--- src/rtl/burst_addr_gen.sv ---
module burst_addr_gen #(
  parameter int ADDR_W = 14
) (
  input  logic              clk,
  input  logic              rst,
  input  logic [ADDR_W-1:0] ext_addr,
  input  logic              strobe_n,
  input  logic              step_n,
  input  logic              clear_n,
  output logic [ADDR_W-1:0] acc_addr,
  output logic              load_cycle
);
  localparam logic [ADDR_W-1:0] ONE = ADDR_W'(1);

  logic [ADDR_W-1:0] held_q;
  logic do_clear, do_load, do_step;

  assign do_clear = ~clear_n;
  assign do_load  = clear_n & ~strobe_n;
  assign do_step  = clear_n & strobe_n & ~step_n;

  assign acc_addr   = do_clear ? '0 :
                      do_load  ? ext_addr :
                      do_step  ? held_q + ONE : held_q;
  assign load_cycle = do_load;

  always_ff @(posedge clk) begin
    if (rst) held_q <= '0;
    else     held_q <= acc_addr;
  end
endmodule

--- config.mk ---
export PLATFORM = sky130hd
export DESIGN_NAME = burst_addr_gen
export DESIGN_NICKNAME = d
export VERILOG_FILES = /design/src/rtl/burst_addr_gen.sv
export SDC_FILE = /design/constraint.sdc
export NUM_CORES = 1
export LEC_CHECK = 0
export ABC_CLOCK_PERIOD_IN_PS = 4700
export BUFFER_PORTS_ARGS = -buffer_cell sky130_fd_sc_hd__buf_4
export CAP_MARGIN = 10
export CORE_MARGIN = 4
export CORE_UTILIZATION = 33
export CTS_CLUSTER_DIAMETER = 60
export DETAILED_ROUTE_END_ITERATION = 12
export PLACE_DENSITY = 0.64
export SYNTH_ARGS = -nofsm -noshare
export SYNTH_HDL_FRONTEND = slang
export SYNTH_SLANG_ARGS = --single-unit
--- constraint.sdc ---
create_clock -name clk -period 4.7 [get_ports clk]
set_clock_uncertainty 0.15 [all_clocks]
set_input_delay 0.47 -clock clk [delete_from_list [all_inputs] [get_ports clk]]
set_output_delay 0.47 -clock clk [all_outputs]
set_load 0.1 [all_outputs]
==> impl_metrics.json, run 1 <==
{
  "outcome": "finished, final reports clean",
  "fin_util": 0.452,
  "p_per_area_nw_per_um2": 266,
  "vias": 945,
  "nNetsFinal": 170,
  "ys_ff_latch": 14,
  "fin_tns_setup_ns": 0,
  "reg2reg_to": "held_q[8]$_SDFF_PP0_",
  "worstSetupStartpointType": "flip-flop",
  "peakVddDrop_mv": 0.137,
  "cts_buffers": 3,
  "regMostFlops": "held_q",
  "ioPinCount": 34,
  "grt_antenna_before_repair": 0,
  "layout_common_cells": "buf_4 (33), nor2_1 (16), dfxtp_1 (14)",
  "r2r_slack_ns": 2.82,
  "grtUsageTotal": 0.130,
  "synth.distinct_cells": 30,
  "end_kind": "output pin",
  "min_to": "held_q[2]$_SDFF_PP0_",
  "p_leak_uw": 0.000499,
  "cp.arrival_ns": 2.21,
  "multiInputGateArea_sq_um": 643,
  "grt_util_met1": 0.170,
  "fin_cells": 180,
  "die_y_um": 62.0,
  "hp-start": "rst",
  "rsz0062_at_grt": "false",
  "drtPass1Iterations": 4,
  "fin_crit_ns": 2.83,
  "place_inst": 176,
  "cts_hold_buf": 0,
  "initial_core_util": 0.345,
  "ys_warn_count": 0,
  "die_area_sq_um": 3840,
  "clock_latency_ns": 0.28,
  "max_cap_viol_count": 0,
  "ys_seq_area_frac": 0.292,
  "path_clk_slew_ns": 0.09,
  "ff2ff_path_depth": 5,
  "io_buffers": 33,
  "clock-sinks": 14,
  "grt_start_max_net_pins": 37,
  "fillers": 267,
  "rr_startpoint": "held_q[0]$_SDFF_PP0_",
  "antenna_cells": 0,
  "syn_nets": 138,
  "via_per_inst": 5.25,
  "post_cts_buffers": 0,
  "core_sq_um": 2780,
  "worst_pin_slew_ns": 0.444,
  "cts_tree": "built",
  "dr.first_iter.drc_count": 19,
  "cp-startpoint": "held_q[0]$_SDFF_PP0_",
  "cts-resized-gates": 0,
  "hold_depth": 2,
  "critical_path_required_ns": 4.08,
  "dp_hpwl_um": 1840,
  "cp_max_fo": 4,
  "critical_path_class": "reg -> out",
  "final-max-slew-violation-count": 0,
  "final_hold_viol_count": 0,
  "netlist_area_sq_um": 961,
  "largest_reg_flops": 14,
  "root_buffer": "clkbuf_4",
  "synthCells": 118,
  "reg.largest.list": "held_q x14",
  "drive_gt1_frac": 0.295,
  "routed_wl_um": 2350,
  "seq_area_sq_um": 280,
  "relSlewSlack": 0.704,
  "grt_use_met3": 0.0269,
  "routedWlPerCell_um": 13.1,
  "final_common_cell": "buf_4",
  "overflow": 0,
  "grt_use_met2": 0.210,
  "hp-class": "in -> reg",
  "cts_max_level": 1,
  "areaGrowthSynthToFinish_pct": 30.9,
  "fin_crit_sh": 0.603,
  "cts_buffer_depth": 2,
  "drt_drc_violations_left": 0,
  "grt_pass1_vias": 850,
  "die_w_um": 62.0,
  "fmax_ghz": 0.353,
  "rows": 19,
  "avgSynthCellArea_sq_um": 8.14,
  "grt_busiest_layer": "met2",
  "gp_congestion": 0.814,
  "final_antenna_net_count": 0,
  "setup_violations": 0,
  "grt_pass1_wl_um": 3800
}
stage by stage:
stage | power [uW] | setup slack (ns) | hold WS, ns | area [sq um]
after global placement | 247 | 2.02 | 0.505 | 1220
after global routing | 348 | 1.70 | 0.243 | 1260
final | 335 | 1.87 | 0.241 | 1260
after detailed placement | 249 | 1.96 | 0.517 | 1220
after CTS | 338 | 1.85 | 0.237 | 1260
after floorplan | 218 | 0.539 | 0.389 | 961
worst max-delay path, cell delays in order (launching register included):
cell	delay, ns
dfxtp_1	0.41
ha_1	0.25
nand2_1	0.12
or3_1	0.43
xnor2_1	0.16
a211oi_1	0.24
buf_4	0.33
layer usage:
metal	part of all wire	routed length [um]	vias to the layer above
met4	0	0	0
met2	0.48	1130	22
met1	0.47	1100	429
li1	-	-	494
met3	0.054	126	0
met5	0	0	-
final cells by class:
type,instances,area share
Multi-Input combinational cell,95,0.511
Sequential cell,14,0.223
Timing Repair Buffer,33,0.197
Tap cell,31,0.0308
Clock buffer,4,0.0289
Inverter,3,0.00896
cell families after synthesis:
kind of cell,after synthesis,share of synthesized area
xor+xnor,8,0.0729
compound gates,19,0.134
buf+inv,9,0.0391
flops,14,0.292
fa+ha+maj,1,0.0130
mux,7,0.0729
simple gates,60,0.376
worst max-delay path by stage:
stage | slack (ns) | to
after floorplan | 0.54 | acc_addr[6]
after global placement | 2.02 | acc_addr[6]
after detailed placement | 1.96 | acc_addr[6]
after CTS | 1.85 | acc_addr[6]
after global routing | 1.70 | acc_addr[6]
final | 1.87 | acc_addr[6]
synthesized netlist by cell type:
library cell / number / area share
nor2_1: 16 / 0.063
dfxtp_1: 14 / 0.29
a211oi_1: 11 / 0.086
nand2_1: 10 / 0.039
xnor2_1: 8 / 0.073
mux2i_1: 7 / 0.073
nor3_1: 7 / 0.036
nor4_2: 5 / 0.065
a21oi_1: 3 / 0.016
buf_2: 3 / 0.016
inv_1: 3 / 0.012
nand2b_1: 3 / 0.020
nand4_1: 3 / 0.020
nor2b_1: 3 / 0.020
nor4_1: 3 / 0.020
o21ai_0: 3 / 0.016
clkbuf_1: 2 / 0.0078
nand3_1: 2 / 0.010
a21boi_0: 1 / 0.0078
a41oi_1: 1 / 0.0091
and2b_1: 1 / 0.0078
and3_1: 1 / 0.0065
buf_1: 1 / 0.0039
ha_1: 1 / 0.013
nand3_4: 1 / 0.018
nand3b_1: 1 / 0.0078
nand3b_4: 1 / 0.021
nand4b_1: 1 / 0.0091
or2b_1: 1 / 0.0078
or3_1: 1 / 0.0065
where the power goes:
part           internal (uW)  switching [uW]  leakage (uW)  total [uW]
Clock                   47.1            42.2     0.0000210        89.3
Combinational           31.7            84.6      0.000363         116
Sequential               124            5.73      0.000115         129
Note: power is estimated with default switching activity, not from simulation.
==> run 2, diff against run 1 <==
- ABC_CLOCK_PERIOD_IN_PS: 4700 -> 2900
- clock period: 4.7 -> 2.9 ns (I/O delays scaled with it)
==> run 2 against run 1 <==
- via count is 1.2% higher
- flip-flop and latch count stayed put
- global-route usage grew 0.66 points
- final area up 3.0%
- first-iteration DRC count rose by 68%
- routed wire length rose by 4.3%
- worst setup slack got worse by 1.6 ns
- cell count fell by 0.56%
- count of clock-buffer cells in the layout shrank 1
- critical path depth unchanged
- clock power rose by 21%
- sequential power grew 63%
- critical path type unchanged
- critical endpoint unchanged
- largest power group unchanged
- highest routed layer is now met4
==> impl_metrics.json, run 2 (same netlist as run 1, synthesis figures left out) <==
{
  "outcome": "finished, final reports clean",
  "reg2reg_to": "held_q[8]$_SDFF_PP0_",
  "final_antenna_net_count": 0,
  "peakVddDrop_mv": 0.224,
  "areaGrowthSynthToFinish_pct": 34.8,
  "routedWlPerCell_um": 13.7,
  "reg.largest.list": "held_q x14",
  "rows": 19,
  "crit_slowest_cell": "or3_1",
  "critical_path_class": "reg -> out",
  "r2r_slack_ns": 1.06,
  "p_seq_frac": 0.409,
  "multiInputGateArea_sq_um": 694,
  "min_to": "held_q[13]$_SDFF_PP0_",
  "cts_tree": "built",
  "root_buffer": "clkbuf_4",
  "grt_antenna_before_repair": 0,
  "worst_pin_slew_ns": 0.627,
  "io_buffers": 33,
  "p_leak_uw": 0.000502,
  "critical_path_required_ns": 2.46,
  "antenna_cells": 0,
  "seq_area_sq_um": 280,
  "critPathTopFamily": "simple AND/OR/NAND/NOR gates",
  "final-max-slew-violation-count": 0,
  "vias": 956,
  "cts_buffer_depth": 2,
  "hold_depth": 2,
  "grtUsageTotal": 0.136,
  "overflow": 0,
  "fillers": 273,
  "die_area_sq_um": 3840,
  "rr_startpoint": "held_q[1]$_SDFF_PP0_",
  "ff2ff_path_depth": 5,
  "max_stage_delay_ns": 0.43,
  "routed_wl_um": 2450,
  "cts_max_level": 1,
  "initial_core_util": 0.345,
  "grt_pass1_vias": 882,
  "cts_hold_buf": 0,
  "p_total_uw": 514,
  "hp-start": "rst",
  "fin_util": 0.466,
  "rsz0062_at_grt": "false",
  "cp_cell_sequence": "ha_1, nand2_1, or3_1, xnor2_1, a211oi_2, buf_4",
  "cp.arrival_ns": 2.19,
  "fin_crit_sh": 0.906,
  "final_common_cell": "buf_4",
  "drive_gt1_frac": 0.365,
  "p_int_uw": 303,
  "cts-resized-gates": 0,
  "largest_reg_flops": 14,
  "core_sq_um": 2780,
  "ioPinCount": 34,
  "fmax_ghz": 0.381,
  "setup_violations": 0,
  "path_buf_inv": 1,
  "fin_tns_setup_ns": 0,
  "max_cap_viol_count": 0,
  "worstSetupStartpointType": "flip-flop",
  "final_hold_viol_count": 0,
  "hp-class": "in -> reg",
  "p_per_area_nw_per_um2": 397,
  "via_per_inst": 5.34,
  "post_cts_buffers": 0,
  "swShare": 0.411,
  "relSlewSlack": 0.581,
  "grt_pass1_wl_um": 3910,
  "p_sw_uw": 211,
  "regMostFlops": "held_q",
  "cp_max_fo": 4,
  "dr.first_iter.drc_count": 32,
  "cts_buffers": 3,
  "nNetsFinal": 170,
  "die_y_um": 62.0,
  "clock-sinks": 14,
  "gp_congestion": 0.852,
  "combinationalPowerShare": 0.381,
  "grt_start_max_net_pins": 37,
  "power.share.clock": 0.210,
  "clock_latency_ns": 0.27,
  "drtPass1Iterations": 4,
  "die_w_um": 62.0,
  "dp_hpwl_um": 1870,
  "path_clk_slew_ns": 0.08,
  "end_kind": "output pin",
  "layout_common_cells": "buf_4 (33), nor2_1 (15), dfxtp_1 (14)",
  "drt_drc_violations_left": 0,
  "fin_crit_ns": 2.63
}
-- run 2: changes by cell type in the layout (fill, tap and decap cells not counted) --
cell,before,now
a211oi_1,11,5
nor2_2,0,1
a211oi_2,0,6
nor3_2,0,3
o21ai_0,3,2
clkbuf_8,1,0
nor2_1,16,15
nor3_1,7,4
o21ai_2,0,1
-- run 2: power by group through the flow --
stage / Clock, uW / Combinational (uW) / Sequential, uW
global route: 119 / 207 / 212
global placement: 0 / 194 / 214
floorplan: 0 / 149 / 212
CTS: 112 / 197 / 210
detailed placement: 0 / 196 / 215
finish: 108 / 196 / 210
-- run 2: layout make-up --
cell class / count / area share
Clock buffer: 3 / 0.0174
Inverter: 3 / 0.00870
Multi-Input combinational cell: 95 / 0.536
Sequential cell: 14 / 0.216
Tap cell: 31 / 0.0300
Timing Repair Buffer: 33 / 0.191
-- run 2: metal layers --
| layer | track usage | up-vias | part of all wire |
|---|---|---|---|
| met5 | 0 | - | 0 |
| met4 | 0.0545 | 0 | 0.016 |
| met3 | 0.0186 | 6 | 0.049 |
| met2 | 0.222 | 26 | 0.47 |
| met1 | 0.180 | 431 | 0.46 |
| li1 | - | 493 | - |
-- run 2: worst max path at each step --
| stage | start | endpoint | slack, ns | depth (start not counted) |
|---|---|---|---|---|
| after CTS | held_q[0]$_SDFF_PP0_ | acc_addr[6] | 0.27 | 6 |
| after global routing | held_q[0]$_SDFF_PP0_ | acc_addr[6] | 0.12 | 6 |
| final | held_q[1]$_SDFF_PP0_ | acc_addr[6] | 0.27 | 6 |
| after global placement | strobe_n | acc_addr[6] | 0.56 | 6 |
| after floorplan | held_q[0]$_SDFF_PP0_ | acc_addr[6] | -0.07 | 5 |
| after detailed placement | strobe_n | acc_addr[6] | 0.52 | 6 |
-- run 2: through the flow --
stage	std cells	hold slack, ns	instance area, sq um	worst slack [ns]
after floorplan	118	0.209	1010	-0.0702
after global placement	176	0.356	1270	0.564
after detailed placement	176	0.355	1270	0.520
after CTS	179	0.0561	1290	0.267
after global routing	179	0.0624	1290	0.124
final	179	0.0627	1290	0.272
